**config.mk**
```make
export PLATFORM = sky130hd
export DESIGN_NAME = amo_unit
export DESIGN_NICKNAME = d
export VERILOG_FILES = /design/src/rtl/amo_pkg.sv /design/src/rtl/amo_ctrl.sv /design/src/rtl/amo_alu.sv /design/src/rtl/amo_resv.sv /design/src/rtl/amo_unit.sv
export SDC_FILE = /design/constraint.sdc
export NUM_CORES = 1
export LEC_CHECK = 0
export ABC_AREA = 1
export BUFFER_PORTS_ARGS = -buffer_cell sky130_fd_sc_hd__buf_2
export CAP_MARGIN = 20
export CORE_ASPECT_RATIO = 1.1
export CORE_UTILIZATION = 40
export DETAILED_ROUTE_END_ITERATION = 16
export HOLD_SLACK_MARGIN = 0.03
export SLEW_MARGIN = 20
export SYNTH_ARGS = -nofsm -noshare
export SYNTH_HDL_FRONTEND = slang
export SYNTH_HIERARCHICAL = 1
export SYNTH_SLANG_ARGS = --single-unit
```
**constraint.sdc**
```tcl
create_clock -name clk -period 8.2 [get_ports clk]
set_input_delay 1.64 -clock clk [delete_from_list [all_inputs] [get_ports clk]]
set_output_delay 1.64 -clock clk [all_outputs]
set_load 0.02 [all_outputs]
```
**src/rtl/amo_pkg.sv**
```systemverilog
package amo_pkg;

  localparam int WORD_W = 32;

  typedef enum logic [4:0] {
    AMO_ADD  = 5'b00000,
    AMO_SWAP = 5'b00001,
    AMO_LR   = 5'b00010,
    AMO_SC   = 5'b00011,
    AMO_XOR  = 5'b00100,
    AMO_OR   = 5'b01000,
    AMO_AND  = 5'b01100,
    AMO_MIN  = 5'b10000,
    AMO_MAX  = 5'b10100,
    AMO_MINU = 5'b11000,
    AMO_MAXU = 5'b11100
  } amo_op_e;

  typedef enum logic [1:0] {
    ST_IDLE  = 2'd0,
    ST_READ  = 2'd1,
    ST_WRITE = 2'd2,
    ST_DONE  = 2'd3
  } amo_state_e;

  // true for codes that read, combine and write back unconditionally
  function automatic logic is_rmw(input logic [4:0] code);
    case (code)
      AMO_ADD, AMO_SWAP, AMO_XOR, AMO_OR, AMO_AND,
      AMO_MIN, AMO_MAX, AMO_MINU, AMO_MAXU: is_rmw = 1'b1;
      default:                              is_rmw = 1'b0;
    endcase
  endfunction

  function automatic logic is_known(input logic [4:0] code);
    is_known = is_rmw(code) || (code == AMO_LR) || (code == AMO_SC);
  endfunction

endpackage

```
**src/rtl/amo_ctrl.sv**
```systemverilog
module amo_ctrl
  import amo_pkg::*;
(
  input  logic clk,
  input  logic rst_n,
  input  logic start,
  output logic idle,
  output logic in_read,
  output logic in_write,
  output logic in_done
);

  amo_state_e st_q, st_d;

  always_comb begin
    st_d = st_q;
    case (st_q)
      ST_IDLE:  if (start) st_d = ST_READ;
      ST_READ:  st_d = ST_WRITE;
      ST_WRITE: st_d = ST_DONE;
      ST_DONE:  st_d = ST_IDLE;
      default:  st_d = ST_IDLE;
    endcase
  end

  always_ff @(posedge clk or negedge rst_n) begin
    if (!rst_n) st_q <= ST_IDLE;
    else        st_q <= st_d;
  end

  assign idle     = (st_q == ST_IDLE);
  assign in_read  = (st_q == ST_READ);
  assign in_write = (st_q == ST_WRITE);
  assign in_done  = (st_q == ST_DONE);


  read_to_write_chk: assert property (@(posedge clk) disable iff (!rst_n)
    in_read |=> in_write);

  write_to_done_chk: assert property (@(posedge clk) disable iff (!rst_n)
    in_write |=> in_done);

  start_to_read_chk: assert property (@(posedge clk) disable iff (!rst_n)
    (idle && start) |=> in_read);

endmodule

```
**src/rtl/amo_alu.sv**
```systemverilog
module amo_alu
  import amo_pkg::*;
#(
  parameter int W = WORD_W
) (
  input  logic [4:0]   code,
  input  logic [W-1:0] old_w,
  input  logic [W-1:0] src_w,
  output logic [W-1:0] new_w
);

  logic lt_s, lt_u;

  assign lt_s = $signed(old_w) < $signed(src_w);
  assign lt_u = old_w < src_w;

  always_comb begin
    case (code)
      AMO_ADD:          new_w = old_w + src_w;
      AMO_SWAP, AMO_SC: new_w = src_w;
      AMO_XOR:          new_w = old_w ^ src_w;
      AMO_OR:           new_w = old_w | src_w;
      AMO_AND:          new_w = old_w & src_w;
      AMO_MIN:          new_w = lt_s ? old_w : src_w;
      AMO_MAX:          new_w = lt_s ? src_w : old_w;
      AMO_MINU:         new_w = lt_u ? old_w : src_w;
      AMO_MAXU:         new_w = lt_u ? src_w : old_w;
      default:          new_w = old_w;
    endcase
  end

endmodule

```
**src/rtl/amo_resv.sv**
```systemverilog
module amo_resv #(
  parameter int AW = 64
) (
  input  logic          clk,
  input  logic          rst_n,
  input  logic          set_en,
  input  logic          clr_en,
  input  logic [AW-1:0] addr_in,
  output logic          hit
);

  logic          vld_q, vld_d;
  logic [AW-1:0] adr_q, adr_d;

  always_comb begin
    vld_d = vld_q;
    adr_d = adr_q;
    if (set_en) begin
      vld_d = 1'b1;
      adr_d = addr_in;
    end else if (clr_en) begin
      vld_d = 1'b0;
    end
  end

  always_ff @(posedge clk or negedge rst_n) begin
    if (!rst_n) vld_q <= 1'b0;
    else        vld_q <= vld_d;
  end

  always_ff @(posedge clk) begin
    if (set_en) adr_q <= adr_d;
  end

  assign hit = vld_q && (adr_q == addr_in);


  sc_clears_resv_chk: assert property (@(posedge clk) disable iff (!rst_n)
    (clr_en && !set_en) |=> !vld_q);

  lr_sets_resv_chk: assert property (@(posedge clk) disable iff (!rst_n)
    set_en |=> (vld_q && adr_q == $past(addr_in)));

endmodule

```
**src/rtl/amo_unit.sv**
```systemverilog
module amo_unit
  import amo_pkg::*;
#(
  parameter int XLEN = 64
) (
  input  logic            clk,
  input  logic            rst_n,
  input  logic            op_valid,
  output logic            op_ready,
  input  logic [4:0]      op_code,
  input  logic            op_aq,
  input  logic            op_rl,
  input  logic [XLEN-1:0] op_addr,
  input  logic [XLEN-1:0] op_src,
  input  logic [4:0]      op_rd,
  output logic            mem_rd_en,
  output logic            mem_wr_en,
  output logic [XLEN-1:0] mem_addr,
  output logic [31:0]     mem_wdata,
  input  logic [31:0]     mem_rdata,
  output logic            op_done,
  output logic            wb_en,
  output logic [4:0]      wb_rd,
  output logic [XLEN-1:0] wb_data
);

  localparam int EXT_W = XLEN - WORD_W;

  logic              idle, in_read, in_write, in_done, accept;
  logic [4:0]        code_q;
  logic [XLEN-1:0]   addr_q;
  logic [WORD_W-1:0] src_q;
  logic [4:0]        rd_q;
  logic [XLEN-1:0]   res_q, res_d;
  logic [XLEN-1:0]   old_ext;
  logic [WORD_W-1:0] new_w;
  logic              resv_hit, is_sc, is_lr;

  assign accept = op_valid && idle;
  assign is_sc  = (code_q == AMO_SC);
  assign is_lr  = (code_q == AMO_LR);

  // ordering hints and the upper rs2 bits take no part in the result
  logic unused_ign;
  generate
    if (EXT_W > 0) begin : g_wide
      assign old_ext    = {{EXT_W{mem_rdata[WORD_W-1]}}, mem_rdata};
      assign unused_ign = ^{op_aq, op_rl, op_src[XLEN-1:WORD_W]};
    end else begin : g_narrow
      assign old_ext    = mem_rdata;
      assign unused_ign = ^{op_aq, op_rl};
    end
  endgenerate

  amo_ctrl u_ctrl (
    .clk      (clk),
    .rst_n    (rst_n),
    .start    (op_valid),
    .idle     (idle),
    .in_read  (in_read),
    .in_write (in_write),
    .in_done  (in_done)
  );

  amo_alu #(.W(WORD_W)) u_alu (
    .code  (code_q),
    .old_w (mem_rdata),
    .src_w (src_q),
    .new_w (new_w)
  );

  amo_resv #(.AW(XLEN)) u_resv (
    .clk     (clk),
    .rst_n   (rst_n),
    .set_en  (in_write && is_lr),
    .clr_en  (in_write && is_sc),
    .addr_in (addr_q),
    .hit     (resv_hit)
  );

  // request capture, enabled on acceptance
  always_ff @(posedge clk) begin
    if (accept) begin
      code_q <= op_code;
      addr_q <= op_addr;
      src_q  <= op_src[WORD_W-1:0];
      rd_q   <= op_rd;
    end
  end

  always_comb begin
    res_d = res_q;
    if (in_write) begin
      if (is_sc) res_d = resv_hit ? '0 : XLEN'(1);
      else       res_d = old_ext;
    end
  end

  always_ff @(posedge clk) begin
    if (in_write) res_q <= res_d;
  end

  assign op_ready  = idle;
  assign mem_rd_en = in_read;
  assign mem_wr_en = in_write && (is_rmw(code_q) || (is_sc && resv_hit));
  assign mem_addr  = addr_q;
  assign mem_wdata = new_w;
  assign op_done   = in_done;
  assign wb_en     = in_done && (rd_q != 5'd0) && is_known(code_q);
  assign wb_rd     = rd_q;
  assign wb_data   = res_q;


  write_after_read_chk: assert property (@(posedge clk) disable iff (!rst_n)
    mem_wr_en |-> $past(mem_rd_en));

  done_after_write_chk: assert property (@(posedge clk) disable iff (!rst_n)
    mem_wr_en |=> op_done);

  wb_nonzero_rd_chk: assert property (@(posedge clk) disable iff (!rst_n)
    wb_en |-> (op_done && wb_rd != 5'd0));

  single_done_chk: assert property (@(posedge clk) disable iff (!rst_n)
    op_done |=> !op_done);

  lr_no_write_chk: assert property (@(posedge clk) disable iff (!rst_n)
    (in_write && is_lr) |-> !mem_wr_en);

endmodule

```
Word-level counts from Yosys, hierarchy flattened
Memories as Yosys holds them, arrays and structs flattened. A register that Yosys moved wholly into a read port is not among the register bits.
Cells that the tools add are included.
{"block": "classes", "eq_ne": 15, "n_bitwise": 3, "mux": 13, "n_addsub": 1, "n_reduce_logical": 16, "n_lt_le_gt_ge": 2}
{"operator": "$pmux 32 s9", "count": 1}
{"operator": "$mux 32", "count": 4}
{"operator": "$eq 64x64->1", "count": 1}
{"operator": "$lt 32x32->1", "count": 2}
{"operator": "$mux 64", "count": 1}
{"operator": "$add 32x32->32", "count": 1}
{"operator": "$and 32x32->32", "count": 1}
{"operator": "$or 32x32->32", "count": 1}
{"operator": "$xor 32x32->32", "count": 1}
{"operator": "$eq 5x5->1 const B", "count": 4}
{"operator": "$eq 5x2->1 const B", "count": 2}
{"operator": "$eq 5x4->1 const B", "count": 2}
{"operator": "$mux 5", "count": 2}
{"operator": "$logic_and 1x1->1", "count": 8}
{"operator": "$pmux 2 s4", "count": 1}
{"operator": "$eq 5x1->1 const B", "count": 1}
{"operator": "$eq 5x3->1 const B", "count": 1}
{"operator": "$logic_not 5->1", "count": 1}
{"operator": "$reduce_bool 5->1", "count": 1}
{"operator": "$eq 2x2->1 const B", "count": 2}
{"operator": "$logic_or 1x1->1", "count": 3}
{"operator": "$mux 1", "count": 3}
{"operator": "$eq 2x1->1 const B", "count": 1}
{"operator": "$logic_not 2->1", "count": 1}
{"operator": "4 further kinds", "count": 4}
{"block": "totals", "regBits": 237, "n_memories": 2, "output_inout_bits": 170, "word_cells": 60, "romBits": 64}
{"memory": "(name not given)", "words": 32, "width": 1, "rd": 1, "rd_clocked_by_memory_dff": 1, "wr": 0, "line": "amo_pkg.sv:28", "rtl": "case (code)"}
{"memory": "(name not given)", "words": 32, "width": 1, "rd": 1, "rd_clocked_by_memory_dff": 1, "wr": 0, "line": "amo_pkg.sv:28"}

Longest topological paths before layout
Gate-level depths: netlist of run 1.
{"block": "logic_depth", "ltp_word": 5, "ltp_mapped": 21}

Cells and area by module
The synthesis of run 1 kept the hierarchy.
{"mod": "amo_alu", "area_per_inst_um2": 6492.5, "n_inst": 1, "cells_per_inst": 1275}
{"mod": "amo_unit", "area_per_inst_um2": 4838.4, "n_inst": 1, "cells_per_inst": 268}
{"mod": "amo_resv", "area_per_inst_um2": 3123.0, "n_inst": 1, "cells_per_inst": 346}
{"mod": "amo_ctrl", "area_per_inst_um2": 151.4, "n_inst": 1, "cells_per_inst": 19}

Worst setup path before layout of run 1
No wires, ideal clock.
{"block": "synth_timing", "path_kind": "reg-to-reg", "from": "reg u_ctrl.st_q[0]", "to": "reg u_resv.adr_q[0] (enable)", "setup_slack_ps": 1599, "stages_incl_launch_ff": 5, "period_less_slack_ps": 6601, "arrival_time_ps": 6035, "required_ps": 7634, "cell_sequence": "dfrtp_1 inv_1 ha_1 inv_1 nor3_1"}
{"block": "synth_between", "elab_chain_len": 2}
{"item": "from (decl)", "line": "amo_ctrl.sv:13", "rtl": "amo_state_e st_q, st_d;"}
{"item": "from (signal assigned)", "line": "amo_ctrl.sv:28", "rtl": "else st_q <= st_d;"}
{"item": "$eq 2x2->1", "line": "amo_ctrl.sv:33", "rtl": "assign in_write = (st_q == ST_WRITE);"}
{"item": "via in_write", "line": "amo_unit.sv:29", "rtl": "logic idle, in_read, in_write, in_done, accept;"}
{"item": "$logic_and 1x1->1", "line": "amo_unit.sv:75", "rtl": ".set_en (in_write && is_lr),"}
{"item": "to (signal assigned)", "line": "amo_resv.sv:32", "rtl": "if (set_en) adr_q <= adr_d;"}
{"item": "to (decl)", "line": "amo_resv.sv:13", "rtl": "logic [AW-1:0] adr_q, adr_d;"}
The timed path passes the listed nets, and every way through them passes these cells.
A chain may end at the register's enable or synchronous reset.

Worst setup path in the final report of run 1
{"block": "layout_timing", "from": "in mem_rdata[19]", "to": "out mem_wdata[0]"}
{"block": "layout_between", "elab_chain_len": 3, "elab_cells_between_ends": 7}
{"item": "from (decl)", "line": "amo_unit.sv:20", "rtl": "input logic [31:0] mem_rdata,"}
{"item": "$lt 32x32->1, on equally long branches", "line": "amo_alu.sv:15, amo_alu.sv:14"}
{"item": "$mux 32, on equally long branches"}
{"item": "$pmux 32 s9 (*)", "line": "amo_alu.sv:18", "rtl": "case (code)"}
{"item": "to (decl)", "line": "amo_unit.sv:19", "rtl": "output logic [31:0] mem_wdata,"}
Mark *: on every way between the ends. The rest lies on a longest branch, timed or not.

==> qor.csv, run 1 <==
stage,metric,value,unit
status,status,"complete, no violations",
floorplanning,dieArea,37280,µm²
power,vdd_drop_max,0.1894,mV
timing,fin_crit_sh,83.79,%
finish,final_core_util,47.22,%
floorplanning,io-pin-count,345,
logic_synthesis,syn_area,14610,µm²
timing,rsz0062_at_grt,no,
cts,ctsHtreeMaxLevel,1,
placed_design,place_hpwl,31.88,mm
cts,clk_pin_slew,0.06,ns
floorplanning,die_w,184.2,µm
global_route,grt_pass1_vias,12450,
logic_synthesis,synth-async-reset-ratio,1.456,%
placed_design,dpl_worst_slack,1.422,ns
detailed_routing,drcViolationCount,0,
critical_path,r2r_start,u_ctrl/st_q[0],
logic_synthesis,synth_ff_type,edfxtp_1,
finish,final_cells,2674,
timing,finalCriticalPeriod,6.871,ns
critical_path,crit_start,mem_rdata[19],
logic_synthesis,ys_ff_latch,206,
detailed_routing,first_pass_iters,6,
cts,cts_resized,0,
cts,hold_buffers,0,
power,p_switching,1.656,mW
hold_path,worstHoldStart,mem_addr[5],
critical_path,cpPeakStageDelay,0.57,ns
critical_path,crit_top_cell,nand2_1,
global_route,overflow,0,
global_route,grt_pass1_wl,67.01,mm
power,p_leak,8.280,nW
critical_path,required,6.56,ns
detailed_routing,vias_per_cell,4.996,
global_route,grt_use_met3,5.820,%
timing,hold_viol_final,0,
power,clock_power_share,24.6,%
timing,setup_ws,1.329,ns
cts,post_cts_buffers,0,
floorplanning,num_rows,73,
critical_path,cp_max_fo,41,
floorplanning,fp.dieH,202.4,µm
critical_path,cp.arrival,5.23,ns
finish,drive_gt1_share,17.67,%
hold_path,min_path_type,register to register,
timing,slew_headroom,27.69,%
timing,slew_violations,0,
cts,cts_tree,built,
floorplanning,start_util,40.48,%
logic_synthesis,yosysUniqueCellTypes,50,
placed_design,gp_routability_congestion,0.9206,
global_route,grt_max_degree,68,
power,pwr_density_cell,239.4,nW/µm²
power,p_int,2.422,mW
detailed_routing,wire_per_inst,16.34,µm
job,cap_violations,0,
global_route,use_met2,39.89,%
cts,cts-root-buf,clkbuf_16,
timing,setup_viol,0,
placed_design,placed_cells,2629,
power,pwr-share-comb,38.8,%
timing,max_freq,0.1455,GHz
global_route,antenna_found_initial,9,
logic_synthesis,synth-edff-count,202,
detailed_routing,drt_wl_total,43.68,mm
detailed_routing,routed-via-count,13360,
logic_synthesis,ys_seq_area_share,42.18,%
timing,worstMarginPinSlew,1.083,ns
critical_path,end_kind,primary output,
timing,clock_skew,0.02179,ns
placed_design,port-buffer-count,310,
cts,cts_buffers,23,
cts,ctsLongestPathBuffers,3,
global_route,met1_usage,28.27,%
power,sw_frac_of_total,40.61,%
floorplanning,core,36080,µm²
critical_path,crit_chain,buf_2 > inv_1 > ha_1 > inv_1 > a21oi_1 > nand2_1 > nand2_1 > nand2_1 > a21oi_4 > nand2_2 > nand2_1 > nand2_2 > nand2_1 > nand3_1 > nand2_1 > nor2_1 > nor2_1 > buf_2,
global_route,grt_usage,23.14,%
critical_path,worstSetupStartpointType,input port,
timing,fin_tns_setup,0,ns
finish,area_growth,16.64,%
global_route,grt-busiest-layer,met2,
finish,fin_nets,2443,
logic_synthesis,yosysWarnings,6,
cts,insertion_delay,0.54,ns
detailed_routing,drt_iter0_drc,1021,
detailed_routing,drtAntennaViolNets,0,
logic_synthesis,postSynthAreaPerCell,7.655,µm²
critical_path,crit_slowest_cell,a21oi_4,
logic_synthesis,syn_nets,2184,
power,seqPwrFrac,36.5,%
critical_path,worstSetupPathType,input port to primary output,
logic_synthesis,synthCells,1908,
cts,cts.sinks,206,
-- cell type report --
class / count / area (µm²)
Sequential cell: 206 / 6161
Antenna cell: 3 / 7.507
Clock inverter: 16 / 138.9
Tap cell: 487 / 609.3
Multi-Input combinational cell: 1329 / 6814
Clock buffer: 26 / 586.8
Fill cell: 3550 / 19040
Inverter: 284 / 1069
Timing Repair Buffer: 323 / 1649
-- per-stage QoR --
stage,hold WS [ns],total power [mW],area [µm²]
finish,0.4686,4.078,17040
global route,0.4918,4.348,17030
CTS,0.4716,4.119,17030
detailed placement,0.4600,3.093,16300
global placement,0.4545,3.066,16300
floorplan,0.4839,2.649,14610
-- placed cells by master, fill, tap and decap left out, drive strengths merged, types with 3 or more instances in the layout --
master	count
dfrtp	3
diode	3
nand3	172
clkbuf	26
a21oi	62
o2111ai	3
inv	283
edfxtp	202
ha	100
a221oi	11
nor2	232
buf	323
a21o	3
nand3b	3
o21a	3
xnor2	12
o221ai	3
nor3	11
nand4	17
nor4	5
nand2	549
o211ai	3
o21ai	85
o22ai	27
clkinv	12
clkinvlp	3
a211oi	12
-- worst max-delay path: cells and delay by family --
family	cells	cell delay [ns]
fa+ha+maj	1	0.49
compound gates	2	0.71
simple gates	11	1.78
buf+inv	4	0.54
-- path summary, 6_finish.rpt --
| kind | endpoint | slack (ns) | cells past startpoint |
|---|---|---|---|
| worst min-delay path | u_resv/adr_q[5] | 0.47 | 0 |
| worst min register to register | u_resv/adr_q[5] | 0.47 | 0 |
| max in group asynchronous | u_ctrl/st_q[1] | 7.18 | 1 |
| min in group asynchronous | u_resv/vld_q | 0.90 | 1 |
| worst max-delay path | mem_wdata[0] | 1.33 | 18 |
| worst max register to register | mem_addr[3] | 5.58 | 5 |
-- routing by layer --
metal	up-vias	wire length, µm
li1	6698	-
met1	5990	17640
met2	554	20980
met3	104	3788
met4	14	1173
met5	-	98
-- cell usage after synthesis (17+ instances only) --
cell        n  area, µm²
a21oi_1    60      300.3
buf_2      19      95.09
buf_4      39      292.8
clkbuf_1   19      71.32
edfxtp_1  202       6066
ha_1      100       1251
inv_1     276       1036
nand2_1   539       2023
nand3_1   169      845.8
nand4_1    17      106.4
nor2_1    228      855.8
o21ai_0    74      370.4
o22ai_1    27      168.9
-- sequential cells by signal (all words and copies together), names as in the netlist, named ones only --
| signal | count |
|---|---|
| mem_addr | 64 |
| u_resv/adr_q | 64 |
| src_q | 32 |
| wb_data | 32 |
| code_q | 5 |
| wb_rd | 5 |
| u_ctrl/st_q | 2 |
| u_resv/vld_q | 1 |
-- cells by family (layout without fill, tap and decap cells) --
kind of cell	Yosys count	count (layout)	share of synthesized area (%)
AND/OR/NAND/NOR	994	994	28.20
buffers and inverters	373	649	11.21
AO/OA/AOI/OAI	220	220	8.858
flip-flops	206	206	42.18
adder cells (fa/ha/maj)	101	101	8.704
XOR/XNOR	14	14	0.8396
other	0	3	0
-- power by group through the flow --
stage                     clock [mW]  combinational [mW]  sequential (mW)
after floorplan                    0                1.02             1.63
after global placement             0                1.56             1.51
after detailed placement           0                1.58             1.51
after CTS                       1.04                1.59             1.49
after global routing            1.07                1.76             1.51
final                           1.00                1.58             1.49
Power figures use the tool's default switching activity.
==> run 2, diff against run 1 <==
Clock period 8.2 ns to 5.8 ns, I/O delays scaled along.
==> run 2 against run 1 <==
- hold slack got worse by 0.064 ns
- cell count increased by 0.30%
- design area increased by 0.69%
- highest routed layer unchanged
==> qor.csv, run 2 (synthesis results as in run 1) <==
stage,metric,value,unit,change
timing,fin_tns_setup,0,ns,unchanged
job,cap_violations,0,,unchanged
detailed_routing,drtAntennaViolNets,0,,unchanged
global_route,grt_pass1_wl,67.73,mm,+1.1%
power,vdd_drop_max,0.2802,mV,+48%
finish,final_core_util,47.54,%,+0.33 points
power,p_switching,2.378,mW,+44%
critical_path,worstSetupPathType,input port to primary output,,
finish,fin_nets,2450,,+0.29%
status,status,"complete, no violations",,
power,p_leak,8.339,nW,+0.72%
finish,mostFrequentLayoutCells,"538 x nand2_1, 310 x buf_2, 275 x inv_1, 228 x nor2_1, 202 x edfxtp_1",,
floorplanning,fp.dieH,202.4,µm,unchanged
placed_design,port-buffer-count,310,,unchanged
finish,final_cells,2682,,+0.30%
global_route,grt_max_degree,77,,+13%
detailed_routing,drt_wl_total,44.04,mm,+0.82%
timing,max_freq,0.1824,GHz,
detailed_routing,first_pass_iters,5,,-1
critical_path,end_kind,primary output,,
detailed_routing,routed-via-count,13330,,-0.22%
cts,cts-root-buf,clkbuf_16,,
power,pwr-share-comb,38.6,%,-0.2 points
critical_path,reg2reg_depth,5,,unchanged
critical_path,required,4.64,ns,-1.92 ns
detailed_routing,met1_length,18.23,mm,+3.3%
cts,cts.sinks,206,,unchanged
critical_path,crit_start,mem_rdata[31],,
cts,ctsHtreeMaxLevel,1,,unchanged
finish,nFillCells,3558,,+0.23%
critical_path,r2r_start,u_ctrl/st_q[0],,
cts,cts_tree,built,,
timing,rsz0062_at_grt,no,,
cts,post_cts_buffers,0,,unchanged
floorplanning,core,36080,µm²,unchanged
critical_path,cp_max_fo,25,,-39%
timing,finalCriticalPeriod,5.482,ns,
detailed_routing,drcViolationCount,0,,unchanged
timing,worstMarginPinSlew,1.068,ns,-0.01517 ns
timing,hold_viol_final,0,,unchanged
cts,ctsLongestPathBuffers,3,,unchanged
critical_path,cp.arrival,4.32,ns,-0.91 ns
detailed_routing,wl_met3,3.377,mm,-11%
critical_path,crit_family,simple AND/OR/NAND/NOR gates,,
timing,whs,0.4051,ns,-0.06355 ns
cts,cts_buffers,24,,+4.3%
power,seqPwrFrac,36.0,%,-0.5 points
detailed_routing,topRoutingLayerUsed,met5,,
critical_path,crit_slowest_cell,ha_1,,
critical_path,crit_buf_inv,4,,unchanged
cts,clk_pin_slew,0.06,ns,about the same
global_route,grt_pass1_vias,12720,,+2.1%
critical_path,cpPeakStageDelay,0.39,ns,-0.18 ns
finish,drive_gt1_share,18.07,%,+0.39 points
floorplanning,die_w,184.2,µm,unchanged
critical_path,worstSetupStartpointType,input port,,
floorplanning,start_util,40.48,%,unchanged
floorplanning,dieArea,37280,µm²,unchanged
detailed_routing,drt_iter0_drc,895,,-12%
timing,slew_headroom,28.71,%,+1.0 points
power,p_int,3.471,mW,+43%
power,sw_frac_of_total,40.66,%,+0.052 points
cts,insertion_delay,0.56,ns,+0.02 ns
finish,area_growth,17.44,%,
critical_path,worstSetupPathDepth,18,,unchanged
detailed_routing,wire_per_inst,16.42,µm,+0.52%
timing,clock_skew,0.01723,ns,-0.004562 ns
timing,fin_crit_sh,94.51,%,
cts,hold_buffers,0,,unchanged
global_route,grt_usage,23.28,%,+0.14 points
detailed_routing,vias_per_cell,4.971,,-0.51%
placed_design,place_hpwl,32.57,mm,+2.2%
timing,setup_viol,0,,unchanged
global_route,overflow,0,,unchanged
timing,slew_violations,0,,unchanged
critical_path,crit_chain,buf_2 > inv_1 > ha_1 > nor2_1 > nand3_1 > nor2_2 > and3_1 > nand2_2 > nand2_4 > nand2_1 > nand2_2 > buf_4 > nand2_1 > nand3_1 > nand2_1 > nor2_1 > nor2_1 > buf_2,,
power,clock_power_share,25.4,%,+0.8 points
finish,layout_commonest_cell,nand2_1,,
hold_path,min_path_type,input port to async pin,,
floorplanning,io-pin-count,345,,unchanged
detailed_routing,wl_met2,20.92,mm,-0.30%
floorplanning,num_rows,73,,unchanged
placed_design,gp_routability_congestion,0.9261,,+0.60%
placed_design,placed_cells,2635,,+0.23%
global_route,antenna_found_initial,8,,-1
power,pwr_density_cell,341.0,nW/µm²,+42%
[run 2: cell types whose count changed in the layout (fill, tap and decap cells not counted)]
cell,change
buf_4,+5
buf_6,+1
clkbuf_16,+1
clkinv_1,-1
clkinv_8,+1
inv_6,+1
nand2_1,-1
nand2_8,+1
nor3_2,-1
nor3_4,+1
[run 2: power by group through the flow]
| stage | Clock [mW] | Combinational (mW) | Sequential [mW] |
|---|---|---|---|
| finish | 1.49 | 2.26 | 2.11 |
| global placement | 0 | 2.22 | 2.13 |
| detailed placement | 0 | 2.25 | 2.14 |
| global route | 1.58 | 2.50 | 2.14 |
| floorplan | 0 | 1.44 | 2.30 |
| CTS | 1.54 | 2.26 | 2.11 |
[run 2: layout make-up]
cell class / count / area, µm² / area share [%]
multi-input cells: 1329 / 6837 / 39.86
flip-flops and latches: 206 / 6161 / 35.92
repair buffers: 329 / 1698 / 9.899
inverters: 284 / 1069 / 6.229
clock buffers: 27 / 611.8 / 3.567
well taps: 487 / 609.3 / 3.552
clock inverters: 17 / 160.2 / 0.9337
diodes: 3 / 7.507 / 0.04377
[run 2: repair_timing]
| item | 4_1_cts | 5_1_grt |
|---|---|---|
| setup endpoints to repair | 0 | 21 |
| gates resized for setup | 0 | 4 |
| endpoints found under the hold margin | 0 | 0 |
[run 2: path summary, 6_finish.rpt]
kind | slack (ns) | endpoint
worst max-delay path | 0.32 | mem_wdata[19]
worst min-delay path | 0.41 | u_ctrl/st_q[0]
worst max register to register | 2.83 | u_resv/adr_q[37]
worst min register to register | 0.48 | u_resv/adr_q[45]
max in group asynchronous | 5.29 | u_resv/vld_q
min in group clk | 0.48 | u_resv/adr_q[45]
[run 2: per-stage QoR]
step,power [mW],worst slack [ns],instance area (µm²)
after floorplan,3.745,1.181,14610
after CTS,5.906,0.1645,17130
after global placement,4.349,0.2078,16350
after global routing,6.225,0.1306,17150
after detailed placement,4.388,0.1677,16350
final,5.850,0.3184,17150
[run 2: layer usage]
layer / vias up / track usage, %
li1: 6728 / -
met1: 6037 / 27.69
met2: 453 / 40.18
met3: 103 / 5.477
met4: 10 / 9.286
met5: - / 0
[run 2: worst register-to-register path, stage by stage (launching register included)]
cell and delay, ns:
dfrtp_1 0.41, inv_1 0.11, ha_2 0.84, inv_1 0.29, nor3_4 0.22, buf_4 0.69
